--- src/rtl/ser_tx_pkg.sv ---
package ser_tx_pkg;
  typedef struct packed {
    logic       brk;
    logic       stick;
    logic       even;
    logic       par_en;
    logic       stop_ext;
    logic [1:0] wlen;
  } line_cfg_t;

  typedef enum logic [2:0] {
    ST_IDLE, ST_START, ST_DATA, ST_PAR, ST_STOP
  } tx_state_e;
endpackage

--- src/rtl/ser_tx_parity.sv ---
module ser_tx_parity #(
  parameter int DATA_W = 8
) (
  input  logic [DATA_W-1:0] data_i,
  input  logic [1:0]        wlen_i,
  input  logic              even_i,
  input  logic              stick_i,
  output logic              par_o
);
  logic [DATA_W-1:0] masked;
  logic              ones_odd;

  always_comb begin
    for (int i = 0; i < DATA_W; i++)
      masked[i] = data_i[i] && (i < 5 + int'(wlen_i));
    ones_odd = ^masked;
    if (stick_i) par_o = !even_i;
    else         par_o = even_i ? ones_odd : !ones_odd;
  end
endmodule

--- src/rtl/ser_tx_bit_timer.sv ---
module ser_tx_bit_timer #(
  parameter int CNT_W = 6
) (
  input  logic             clk_i,
  input  logic             rst_ni,
  input  logic             clear_i,
  input  logic             tick_i,
  input  logic [CNT_W-1:0] limit_i,
  output logic             done_o
);
  logic [CNT_W-1:0] cnt_q;

  assign done_o = tick_i && (cnt_q == limit_i - CNT_W'(1));

  always_ff @(posedge clk_i or negedge rst_ni) begin
    if (!rst_ni)      cnt_q <= '0;
    else if (clear_i) cnt_q <= '0;
    else if (tick_i)  cnt_q <= done_o ? '0 : cnt_q + CNT_W'(1);
  end

  a_r4_cnt_bound: assert property (@(posedge clk_i) disable iff (!rst_ni)
    cnt_q < limit_i);
endmodule

--- src/rtl/ser_frame_tx.sv ---
module ser_frame_tx
  import ser_tx_pkg::*;
#(
  parameter int TICKS_PER_BIT = 16,
  parameter int DATA_W        = 8
) (
  input  logic       clk_i,
  input  logic       rst_ni,
  input  logic       tick_i,
  input  logic [6:0] cfg_i,
  input  logic [7:0] data_i,
  input  logic       valid_i,
  output logic       ready_o,
  output logic       txd_o,
  output logic       busy_o
);
  localparam int IDX_W = $clog2(DATA_W);
  localparam int CNT_W = $clog2(2 * TICKS_PER_BIT) + 1;
  localparam logic [CNT_W-1:0] T_FULL = CNT_W'(TICKS_PER_BIT);
  localparam logic [CNT_W-1:0] T_1P5  = CNT_W'(TICKS_PER_BIT + TICKS_PER_BIT / 2);
  localparam logic [CNT_W-1:0] T_TWO  = CNT_W'(2 * TICKS_PER_BIT);

  line_cfg_t         cfg_in, cfg_q;
  tx_state_e         state_q;
  logic [DATA_W-1:0] shift_q;
  logic [IDX_W-1:0]  idx_q, last_idx;
  logic              par_q, par_new;
  logic              accept, done, line_bit;
  logic [CNT_W-1:0]  limit;

  assign cfg_in   = line_cfg_t'(cfg_i);
  assign ready_o  = (state_q == ST_IDLE);
  assign busy_o   = !ready_o;
  assign accept   = valid_i && ready_o;
  assign last_idx = IDX_W'(4) + IDX_W'(cfg_q.wlen);

  always_comb begin
    if (state_q != ST_STOP || !cfg_q.stop_ext) limit = T_FULL;
    else if (cfg_q.wlen == 2'b00)              limit = T_1P5;
    else                                       limit = T_TWO;
  end

  ser_tx_parity #(.DATA_W(DATA_W)) u_par (
    .data_i  (data_i[DATA_W-1:0]),
    .wlen_i  (cfg_in.wlen),
    .even_i  (cfg_in.even),
    .stick_i (cfg_in.stick),
    .par_o   (par_new)
  );

  ser_tx_bit_timer #(.CNT_W(CNT_W)) u_tmr (
    .clk_i   (clk_i),
    .rst_ni  (rst_ni),
    .clear_i (accept),
    .tick_i  (tick_i && busy_o),
    .limit_i (limit),
    .done_o  (done)
  );

  always_ff @(posedge clk_i or negedge rst_ni) begin
    if (!rst_ni) begin
      state_q <= ST_IDLE;
      cfg_q   <= '0;
      shift_q <= '0;
      idx_q   <= '0;
      par_q   <= 1'b0;
    end else if (accept) begin
      state_q <= ST_START;
      cfg_q   <= cfg_in;
      shift_q <= data_i[DATA_W-1:0];
      idx_q   <= '0;
      par_q   <= par_new;
    end else if (done) begin
      unique case (state_q)
        ST_START: state_q <= ST_DATA;
        ST_DATA: begin
          shift_q <= shift_q >> 1;
          if (idx_q == last_idx) state_q <= cfg_q.par_en ? ST_PAR : ST_STOP;
          else                   idx_q   <= idx_q + IDX_W'(1);
        end
        ST_PAR:  state_q <= ST_STOP;
        default: state_q <= ST_IDLE;
      endcase
    end
  end

  always_comb begin
    unique case (state_q)
      ST_START: line_bit = 1'b0;
      ST_DATA:  line_bit = shift_q[0];
      ST_PAR:   line_bit = par_q;
      default:  line_bit = 1'b1;
    endcase
  end

  // break acts on the live format bit, not the captured one
  assign txd_o = line_bit && !cfg_in.brk;

  a_r9_accept_drops_ready: assert property (@(posedge clk_i) disable iff (!rst_ni)
    valid_i && ready_o |=> !ready_o && busy_o);
  a_r9_cfg_held: assert property (@(posedge clk_i) disable iff (!rst_ni)
    busy_o && !$rose(busy_o) |-> $stable(cfg_q));
  a_r2_start_low: assert property (@(posedge clk_i) disable iff (!rst_ni)
    $rose(busy_o) |-> !txd_o);
  a_r10_no_tick_hold: assert property (@(posedge clk_i) disable iff (!rst_ni)
    busy_o && !tick_i |=> busy_o);
  a_r8_break_low: assert property (@(posedge clk_i) disable iff (!rst_ni)
    cfg_i[6] |-> !txd_o);
endmodule

--- config.mk ---
export PLATFORM = sky130hd
export DESIGN_NAME = ser_frame_tx
export DESIGN_NICKNAME = d
export VERILOG_FILES = /design/src/rtl/ser_tx_pkg.sv /design/src/rtl/ser_tx_parity.sv /design/src/rtl/ser_tx_bit_timer.sv /design/src/rtl/ser_frame_tx.sv
export SDC_FILE = /design/constraint.sdc
export NUM_CORES = 1
export LEC_CHECK = 0
export BUFFER_PORTS_ARGS = -buffer_cell sky130_fd_sc_hd__buf_2
export CAP_MARGIN = 10
export CORE_ASPECT_RATIO = 0.75
export CORE_MARGIN = 1
export CORE_UTILIZATION = 44
export DETAILED_ROUTE_END_ITERATION = 10
export GPL_TIMING_DRIVEN = 0
export PLACE_DENSITY_LB_ADDON = 0.25
export SLEW_MARGIN = 40
export SYNTH_ARGS = -nofsm -noshare
export SYNTH_HDL_FRONTEND = slang
export SYNTH_SLANG_ARGS = --single-unit
export TNS_END_PERCENT = 100
--- constraint.sdc ---
create_clock -name clk_i -period 4.15 [get_ports clk_i]
set_input_delay 0.2075 -clock clk_i [delete_from_list [all_inputs] [get_ports clk_i]]
set_output_delay 0.2075 -clock clk_i [all_outputs]
set_load 0.02 [all_outputs]
# After elaboration in Yosys (flattened, before gate mapping)
# Cells that the tools add are included.
[word_totals]
regBits = 25
input_bits = 19
out_inout_bits = 3
word_cells = 76
[op_classes]
n_lt_le_gt_ge = 8
reduce_logical = 27
eq_ne = 8
n_addsub = 5
muxes = 20
[op_table]
columns = ["op", "n"]
rows = [
  ["$lt 4x32->1 const A", 4],
  ["$lt 3x32->1 const A", 2],
  ["$lt 2x32->1 const A", 1],
  ["$mux 6", 5],
  ["$mux 3", 8],
  ["$mux 8", 3],
  ["$logic_and 1x1->1", 12],
  ["$pmux 3 s3", 1],
  ["$reduce_xor 8->1", 1],
  ["$add 6x1->6 const B", 1],
  ["$eq 3x2->1 const B", 2],
  ["$eq 6x6->1", 1],
  ["$ne 3x3->1 const B", 2],
  ["$reduce_bool 2->1", 3],
  ["$sub 6x1->6 const B", 1],
  ["$logic_not 1->1", 5],
  ["$add 3x2->4 const A", 1],
  ["$lt 1x4->1 const A", 1],
  ["$reduce_and 2->1", 2],
  ["$add 3x1->3 const B", 1],
  ["$add 3x2->3 const A", 1],
  ["$eq 3x1->1 const B", 1],
  ["$eq 3x3->1", 1],
  ["$logic_not 3->1", 1],
  ["other kinds (6)", 7],
]

# Depth between registers and ports, before layout
# Gate-level depths: netlist (run 1).
[depth]
depth_word = 9
depth_mapped = 7
ltp_nobuf = 6

# Hierarchy
# From an unflattened synthesis (run 1), not the netlist that was laid out.
[hier_totals]
cells_unflattened = 179
hier_area_um2 = 1665.3
[modules_own_cells]
columns = ["mod", "area_each_um2", "seq_area_each_um2", "instances", "cells_per_inst"]
rows = [
  ["ser_frame_tx", 1043.5, 475.5, 1, 108],
  ["ser_tx_bit_timer", 470.5, 150.1, 1, 55],
  ["ser_tx_parity", 151.4, 0.0, 1, 16],
]

# Least setup slack after synthesis (run 1)
# No wires, ideal clock.
[synth_path]
kind = "reg2reg"
startpoint = "register state_q[2]"
endpoint = "register state_q[2]"
path_slack_ps = 2108
stages_incl_launch_ff = 8
t_required_ps = 4027
n_path_buf = 2
synth_period_minus_slack_ps = 2042
setup_ps = 123
t_arrival_ps = 1919
path_cell_list = "dfrtp_1 -> or3_1 -> clkbuf_1 -> clkinv_1 -> and2_1 -> clkbuf_1 -> o21ai_0 -> nand2_1"
[synth_between]
word_cells_on_any_way = 19
classes_between = "1 x add/sub; 6 x eq/ne; 4 x mux; 8 x reduce/logical"
[synth_rtl]
columns = ["element", "line_no", "rtl"]
rows = [
  ["start, declared", "ser_frame_tx.sv:24", "tx_state_e state_q;"],
  ["start signal, assigned", "ser_frame_tx.sv:78", "if (idx_q == last_idx) state_q <= cfg_q.par_en ? ST_PAR : ST_STOP;"],
  ["$logic_not 3->1", "ser_frame_tx.sv:32", "assign ready_o = (state_q == ST_IDLE);"],
  ["$logic_not 1->1", "ser_frame_tx.sv:33", "assign busy_o = !ready_o;"],
  ["named net busy_o", "ser_frame_tx.sv:15", "output logic busy_o"],
  ["$logic_and 1x1->1", "ser_frame_tx.sv:55", ".tick_i (tick_i && busy_o),"],
  ["$logic_and 1x1->1", "ser_tx_bit_timer.sv:13", "assign done_o = tick_i && (cnt_q == limit_i - CNT_W'(1));"],
  ["$reduce_bool 2->1 (no line)", "--", ""],
  ["$reduce_and 2->1 (no line)", "--", ""],
]
# The timed path passes the listed nets, and every way through them passes these cells. The select of a mux whose other input is x is not followed.
# A chain may end at the register's enable or synchronous reset.

# Final worst setup path (run 1)
[layout_path]
startpoint = "register state_q[1]"
endpoint = "register u_tmr.cnt_q[4]"
[layout_between]
elab_chain_len = 9
word_cells_on_any_way = 14
classes_between = "1 x add/sub; 2 x eq/ne; 4 x mux; 7 x reduce/logical"
[layout_rtl]
columns = ["element", "line_no", "rtl"]
rows = [
  ["$ne 3x3->1", "ser_frame_tx.sv:38", "if (state_q != ST_STOP || !cfg_q.stop_ext) limit = T_FULL;"],
  ["$logic_or 1x1->1", "ser_frame_tx.sv:38", ""],
  ["$mux 6", "ser_frame_tx.sv:38", ""],
  ["$sub 6x1->6", "ser_tx_bit_timer.sv:13", ""],
  ["$eq 6x6->1", "ser_tx_bit_timer.sv:13", ""],
  ["$logic_and 1x1->1", "ser_tx_bit_timer.sv:13", ""],
  ["$mux 6 (2 in a row)", "ser_tx_bit_timer.sv:18", "else if (tick_i) cnt_q <= done_o ? '0 : cnt_q + CNT_W'(1);"],
  ["$mux 6", "ser_tx_bit_timer.sv:17", "else if (clear_i) cnt_q <= '0;"],
  ["end signal, assigned", "ser_tx_bit_timer.sv:18", ""],
  ["end, declared", "ser_tx_bit_timer.sv:11", "logic [CNT_W-1:0] cnt_q;"],
]
# Several ways; a longest one is shown, not always the timed one. The select of a mux whose other input is x is not followed.

==> results of run 1 <==
==> stage by stage <==
stage	hold WS [ns]	setup WS [ns]	power (mW)
2_1_floorplan	-0.0881	2.11	0.357
3_3_place_gp	0.228	1.98	0.382
3_5_place_dp	0.229	1.94	0.388
4_1_cts	0.129	1.92	0.531
5_1_grt	0.147	1.78	0.557
6_report	0.132	1.89	0.525
==> cells in the mapped netlist <==
cell / n / area [um2]
a2111o_1: 1 / 11.3
o22ai_1: 1 / 6.26
a211o_1: 1 / 8.76
a31oi_1: 2 / 12.5
xnor3_1: 1 / 22.5
xor2_1: 1 / 8.76
a21o_1: 1 / 7.51
o31ai_1: 1 / 7.51
and3b_1: 1 / 8.76
nand3_1: 4 / 20.0
o21ai_0: 13 / 65.1
nand4bb_1: 1 / 11.3
clkinv_1: 1 / 3.75
o41ai_1: 1 / 8.76
clkbuf_1: 3 / 11.3
mux2i_1: 10 / 100
buf_2: 1 / 5.00
a21boi_0: 1 / 7.51
nor3b_2: 1 / 12.5
or3_1: 2 / 12.5
and3_1: 1 / 6.26
a211oi_1: 1 / 7.51
ha_1: 2 / 25.0
nand2b_1: 2 / 12.5
nor4_1: 1 / 6.26
inv_1: 2 / 7.51
nand4_1: 2 / 12.5
nor2_1: 17 / 63.8
nor3_1: 5 / 25.0
and2_1: 1 / 6.26
or2_2: 1 / 6.26
nor3_4: 1 / 16.3
a21oi_1: 10 / 50.1
nand2_1: 25 / 93.8
buf_1: 1 / 3.75
xnor2_1: 8 / 70.1
dfrtp_1: 25 / 626
==> worst max-delay path by stage <==
stage / endpoint / cells after the start
global placement: u_tmr.cnt_q[4]$_DFFE_PN0P_ / 5
global route: u_tmr.cnt_q[4]$_DFFE_PN0P_ / 5
finish: u_tmr.cnt_q[4]$_DFFE_PN0P_ / 5
floorplan: state_q[2]$_DFFE_PN0P_ / 7
CTS: u_tmr.cnt_q[4]$_DFFE_PN0P_ / 5
detailed placement: u_tmr.cnt_q[4]$_DFFE_PN0P_ / 5
==> worst register-to-register path, stage by stage, from the launching register on <==
cell and delay, ns:
dfrtp_1 0.45, nand4bb_1 0.26, a2111o_1 0.54, nor2_1 0.49, nor4_1 0.12, a211o_1 0.29
==> cell families (layout without fill, tap and decap cells) <==
family / Yosys count / after routing
compound gates: 33 / 33
simple gates: 65 / 65
buf+inv: 8 / 33
flops: 25 / 25
fa+ha+maj: 2 / 2
xor+xnor: 10 / 10
mux: 10 / 10
==> power by group <==
group	internal [mW]	switching, mW	leakage (nW)	total, mW
Clock	0.0686	0.0726	0.0228	0.141
Sequential	0.265	0.0269	0.333	0.292
Combinational	0.0476	0.0438	0.393	0.0914
==> area by class of cell <==
class / instances / area, um2
Buffer: 5 / 20.0
Tap cell: 38 / 47.5
Fill cell: 280 / 1390
Timing Repair Buffer: 21 / 110
Sequential cell: 25 / 626
Inverter: 3 / 11.3
Multi-Input combinational cell: 120 / 733
Clock buffer: 4 / 45.0
==> sequential cells by signal, summed over array words and instances (netlist names) <==
| name | cells |
|---|---|
| idx_q | 3 |
| shift_q | 8 |
| u_tmr.cnt_q | 6 |
| par_q | 1 |
| state_q | 3 |
| cfg_q | 4 |
==> layer usage <==
metal	wire length [um]	track usage	up-vias
li1	-	-	587
met1	1390	0.283	553
met2	1210	0.273	30
met3	134	0.0409	4
met4	20	0.0426	0
met5	0	0	-
==> impl_metrics.tcl, run 1 <==
set metrics [dict create \
    ys_seq_area_frac 0.450 \
    h-tree-depth 1 \
    reg2reg_from "state_q[1]$_DFFE_PN0P_" \
    yosysWarnings 0 \
    rows 17 \
    wirelength_mm 2.76 \
    layout_common_cells "nand2_1 (25), dfrtp_1 (25), buf_2 (21)" \
    setup_tns_ns 0 \
    critPathMaxFanout 8 \
    synth_area_mm2 0.00139 \
    place_congestion 0.807 \
    clk_path_buf_depth 2 \
    power_per_cell_area_mw_per_mm2 330 \
    clock_latency_ns 0.27 \
    cts_setup_buffers 0 \
    synth_cell_types 37 \
    fin_nets 200 \
    cts_hold_buffers 1 \
    grt_max_degree 26 \
    drc 0 \
    crit_path_max_incr_delay_ns 0.54 \
    max_slew_margin 0.614 \
    viasPerCell 5.44 \
    leakagePower_nw 0.748 \
    crit_required_ns 4.31 \
    hp-start "cfg_i[2]" \
    postRouteAntennaNets 0 \
    instances_no_fill 216 \
    clkTransAtPathRegs_ns 0.08 \
    worstHoldEndpoint "cfg_q[2]$_DFFE_PN0P_" \
    cp.arrival_ns 2.41 \
    synth-compound-area-share 0.139 \
    vias 1174 \
    grt_pass1_wl_mm 4.81 \
    area_growth_pct 14.6 \
    avgRoutedWirePerCell_um 12.8 \
    worstSetupPathType "reg -> reg" \
    min_delay_path_depth 3 \
    drv_slew 0 \
    ios 22 \
    insertedDiodeCount 0 \
    clock-sinks 25 \
    placedCellCount 211 \
    start_kind "flip-flop" \
    synth_nets 174 \
    synth_cells 153 \
    grt_usage 0.188 \
    avgSynthCellArea_um2 9.09 \
    synth_xor_area_frac 0.0729 \
    maxCapViolCount 0 \
    rsz0062_at_grt "no" \
    path_cells "nand4bb_1, a2111o_1, nor2_1, nor4_1, a211o_1" \
    outcome "completed" \
    drive_gt1_frac 0.152 \
    grt_pass1_vias 1047 \
    port_buffers 20 \
    drtPass1Iterations 4 \
    rrSetupSlack_ns 1.89 \
    dpl_cell_area_mm2 0.00154 \
    cts_resized 0 \
    setup_viol 0 \
    dp_hpwl_mm 2.06 \
    synth-simple-area-share 0.226 \
    cts_tree "yes" \
    die_w_um 66.9 \
    worstMarginPinSlew_ns 0.577 \
    crit_start "state_q[1]$_DFFE_PN0P_" \
    post-route-util 0.535 \
    crit_path_end_kind "flip-flop" \
    hold_class "in -> reg" \
    die_height_um 50.7 \
    clock-root-buffer "clkbuf_8" \
    antenna_found_initial 0 \
    cp_slowest_cell "a2111o_1" \
    grt-ovfl-total 0 \
    path_delay_family "simple AND/OR/NAND/NOR gates" \
    fin_crit_ns 2.26 \
    hold_viol_final 0 \
    numCtsBuffers 3 \
    period_share 0.544 \
    core_mm2 0.00298 \
    ir_drop_mv 0.196 \
    synth-adder-area-share 0.0180 \
    dieArea_mm2 0.00339 \
    synth.ff_latch_count 25 \
    fmax_mhz 443 \
    drt-initial-drc-count 53 \
    r2r_cells 5 \
    skew_ns 0.00391 \
    critPathBufInv 0 \
    worstReg2RegEnd "u_tmr.cnt_q[4]$_DFFE_PN0P_" \
    muxShareOfSynthArea 0.0720 \
    synth_top_family_by_area "simple AND/OR/NAND/NOR gates" \
    final_area_mm2 0.00159 \
    initial_core_util 0.467 \
]
(Power assumes the default switching activity.)
==> run 2: changes to the inputs <==
==> constraint.sdc (replaced) <==
create_clock -name clk_i -period 1.91 [get_ports clk_i]
set_input_delay 0.0955 -clock clk_i [delete_from_list [all_inputs] [get_ports clk_i]]
set_output_delay 0.0955 -clock clk_i [all_outputs]
set_load 0.02 [all_outputs]
==> run 2 against run 1 <==
Against the previous run: the flow now finishes with violations (setup timing); flip-flop and latch count unchanged; register-to-register slack got worse by 1.9 ns; worst setup slack got worse by 1.9 ns; first-iteration DRC count decreased by 11%; die area is the same; non-clock buffer count grew 11; final area up 13%; critical path depth grew 2; via count grew 5.4%; clock power rose by 120%; sequential power rose by 120%; total power up 130%.
==> impl_metrics.tcl, run 2 (synthesis gave the netlist of run 1 again) <==
set metrics [dict create \
    hold_class "in -> reg" \
    clkTransAtPathRegs_ns 0.09 \
    crit_path_max_incr_delay_ns 0.44 \
    dpl_cell_area_mm2 0.00154 \
    crit_required_ns 2.11 \
    clkPwrFrac 0.254 \
    avgRoutedWirePerCell_um 14.1 \
    numCtsBuffers 3 \
    final_common_cell "nand2_1" \
    rsz0062_at_grt "yes" \
    grt_pass1_wl_mm 5.13 \
    power_per_cell_area_mw_per_mm2 677 \
    core_mm2 0.00298 \
    drtPass1Iterations 4 \
    initial_core_util 0.467 \
    postRouteAntennaNets 0 \
    fin_crit_ns 1.96 \
    grt_max_degree 26 \
    maxCapViolCount 0 \
    rows 17 \
    layout_common_cells "nand2_1 (25), buf_2 (22), dfrtp_1 (22)" \
    outcome "finished with violations" \
    layout_setup_ws_ns -0.0549 \
    dieArea_mm2 0.00339 \
    die_w_um 66.9 \
    p_seq_frac 0.522 \
    dp_hpwl_mm 2.08 \
    total_power_mw 1.22 \
    pre_cts_ws_ns -0.265 \
    viasPerCell 5.45 \
    p_switching_mw 0.348 \
    clk_path_buf_depth 2 \
    final_area_mm2 0.00180 \
    critPathMaxFanout 7 \
    clock-sinks 25 \
    leakagePower_nw 0.830 \
    cp_slowest_cell "dfrtp_2" \
    cp.arrival_ns 2.16 \
    antenna_found_initial 0 \
    cts_tree "yes" \
    fmax_mhz 509 \
    clock_latency_ns 0.27 \
    drv_slew 0 \
    filler_cell_count 268 \
    worstSetupPathType "reg -> reg" \
    clock-root-buffer "clkbuf_8" \
    h-tree-depth 1 \
    largest_reg_flops 8 \
    top_regs "shift_q: 8 flops, u_tmr.cnt_q: 6 flops, cfg_q: 4 flops" \
    grt_usage 0.201 \
    area_growth_pct 29.5 \
    p_int_mw 0.872 \
    skew_ns 0.00636 \
    worstMarginPinSlew_ns 0.566 \
    drt-initial-drc-count 47 \
    ir_drop_mv 0.476 \
    place_congestion 0.830 \
    drc 0 \
    crit_path_end_kind "flip-flop" \
    insertedDiodeCount 0 \
    fin_nets 211 \
    vias 1237 \
    max_slew_margin 0.623 \
    port_buffers 20 \
    drive_gt1_frac 0.296 \
    path_cells "nand4bb_4, nor3_4, xnor2_4, nor2_4, buf_6, or3_1, a21oi_2" \
    holdWs_ns 0.0247 \
    post-route-util 0.605 \
    wirelength_mm 3.21 \
    setup_viol 9 \
    hold_viol_final 0 \
    grt_pass1_vias 1129 \
    p_sw_frac 0.285 \
    violations "setup timing" \
    period_share 1.03 \
    start_kind "flip-flop" \
    grt-ovfl-total 0 \
    die_height_um 50.7 \
    ios 22 \
    p_comb_frac 0.224 \
    top_register "shift_q" \
]
run 2: cell count changes in the layout (fill, tap and decap cells not counted), moves of 3 or more:
cell      before  now
dfrtp_1       25   22
clkbuf_1       4    1
buf_6          0    4
buf_4          0    9
dfrtp_2        0    3
run 2: routing by layer:
layer	track usage	vias up	wire [um]
met5	0	-	0
met4	0.0213	0	12
met3	0.0432	2	117
met2	0.322	27	1490
met1	0.288	599	1590
li1	-	609	-
run 2: critical path: cells and delay by family (launching register included):
family / cells / cell delay (ns)
buffers and inverters: 1 / 0.14
flip-flops: 1 / 0.44
AO/OA/AOI/OAI: 1 / 0.13
AND/OR/NAND/NOR: 4 / 0.98
XOR/XNOR: 1 / 0.21
run 2: timing repair:
item,CTS,global route
setup endpoints to repair,21,22
buffers inserted,12,1
pin swaps,5,4
hold buffers,1,0
hold endpoints to repair,25,0
resized for setup,17,6
run 2: power groups by stage:
stage	Sequential (mW)	Combinational (mW)	Clock (mW)
3_3_place_gp	0.640	0.192	0
4_1_cts	0.624	0.257	0.322
2_1_floorplan	0.629	0.147	0
5_1_grt	0.642	0.306	0.340
6_report	0.636	0.273	0.310
3_5_place_dp	0.642	0.200	0
run 2: layout make-up:
class | count | area [um2] | area share
multi-input combinational | 120 | 828 | 0.460
buffer | 3 | 15.0 | 0.00834
timing repair buffer | 34 | 223 | 0.124
clock buffer | 4 | 45.0 | 0.0250
inverter | 3 | 12.5 | 0.00695
sequential | 25 | 629 | 0.350
tap | 38 | 47.5 | 0.0264
run 2: final timing paths:
| check | start | end | slack (ns) | cells after the start |
|---|---|---|---|---|
| max | state_q[0]$_DFFE_PN0P_ | u_tmr.cnt_q[0]$_DFFE_PN0P_ | -0.05 | 7 |
| min | cfg_i[2] | cfg_q[2]$_DFFE_PN0P_ | 0.02 | 3 |
| max reg2reg | state_q[0]$_DFFE_PN0P_ | u_tmr.cnt_q[0]$_DFFE_PN0P_ | -0.05 | 7 |
| min reg2reg | u_tmr.cnt_q[5]$_DFFE_PN0P_ | u_tmr.cnt_q[5]$_DFFE_PN0P_ | 0.49 | 1 |
| max in group asynchronous | rst_ni | state_q[0]$_DFFE_PN0P_ | 1.16 | 2 |
| min in group asynchronous | rst_ni | u_tmr.cnt_q[3]$_DFFE_PN0P_ | 0.35 | 2 |
run 2: stage by stage:
| stage | setup TNS, ns | instances |
|---|---|---|
| finish | -0.224 | 227 |
| global route | -1.21 | 227 |
| CTS | -0.0837 | 227 |
| detailed placement | -2.76 | 211 |
| global placement | -2.07 | 211 |
| floorplan | 0 | 153 |
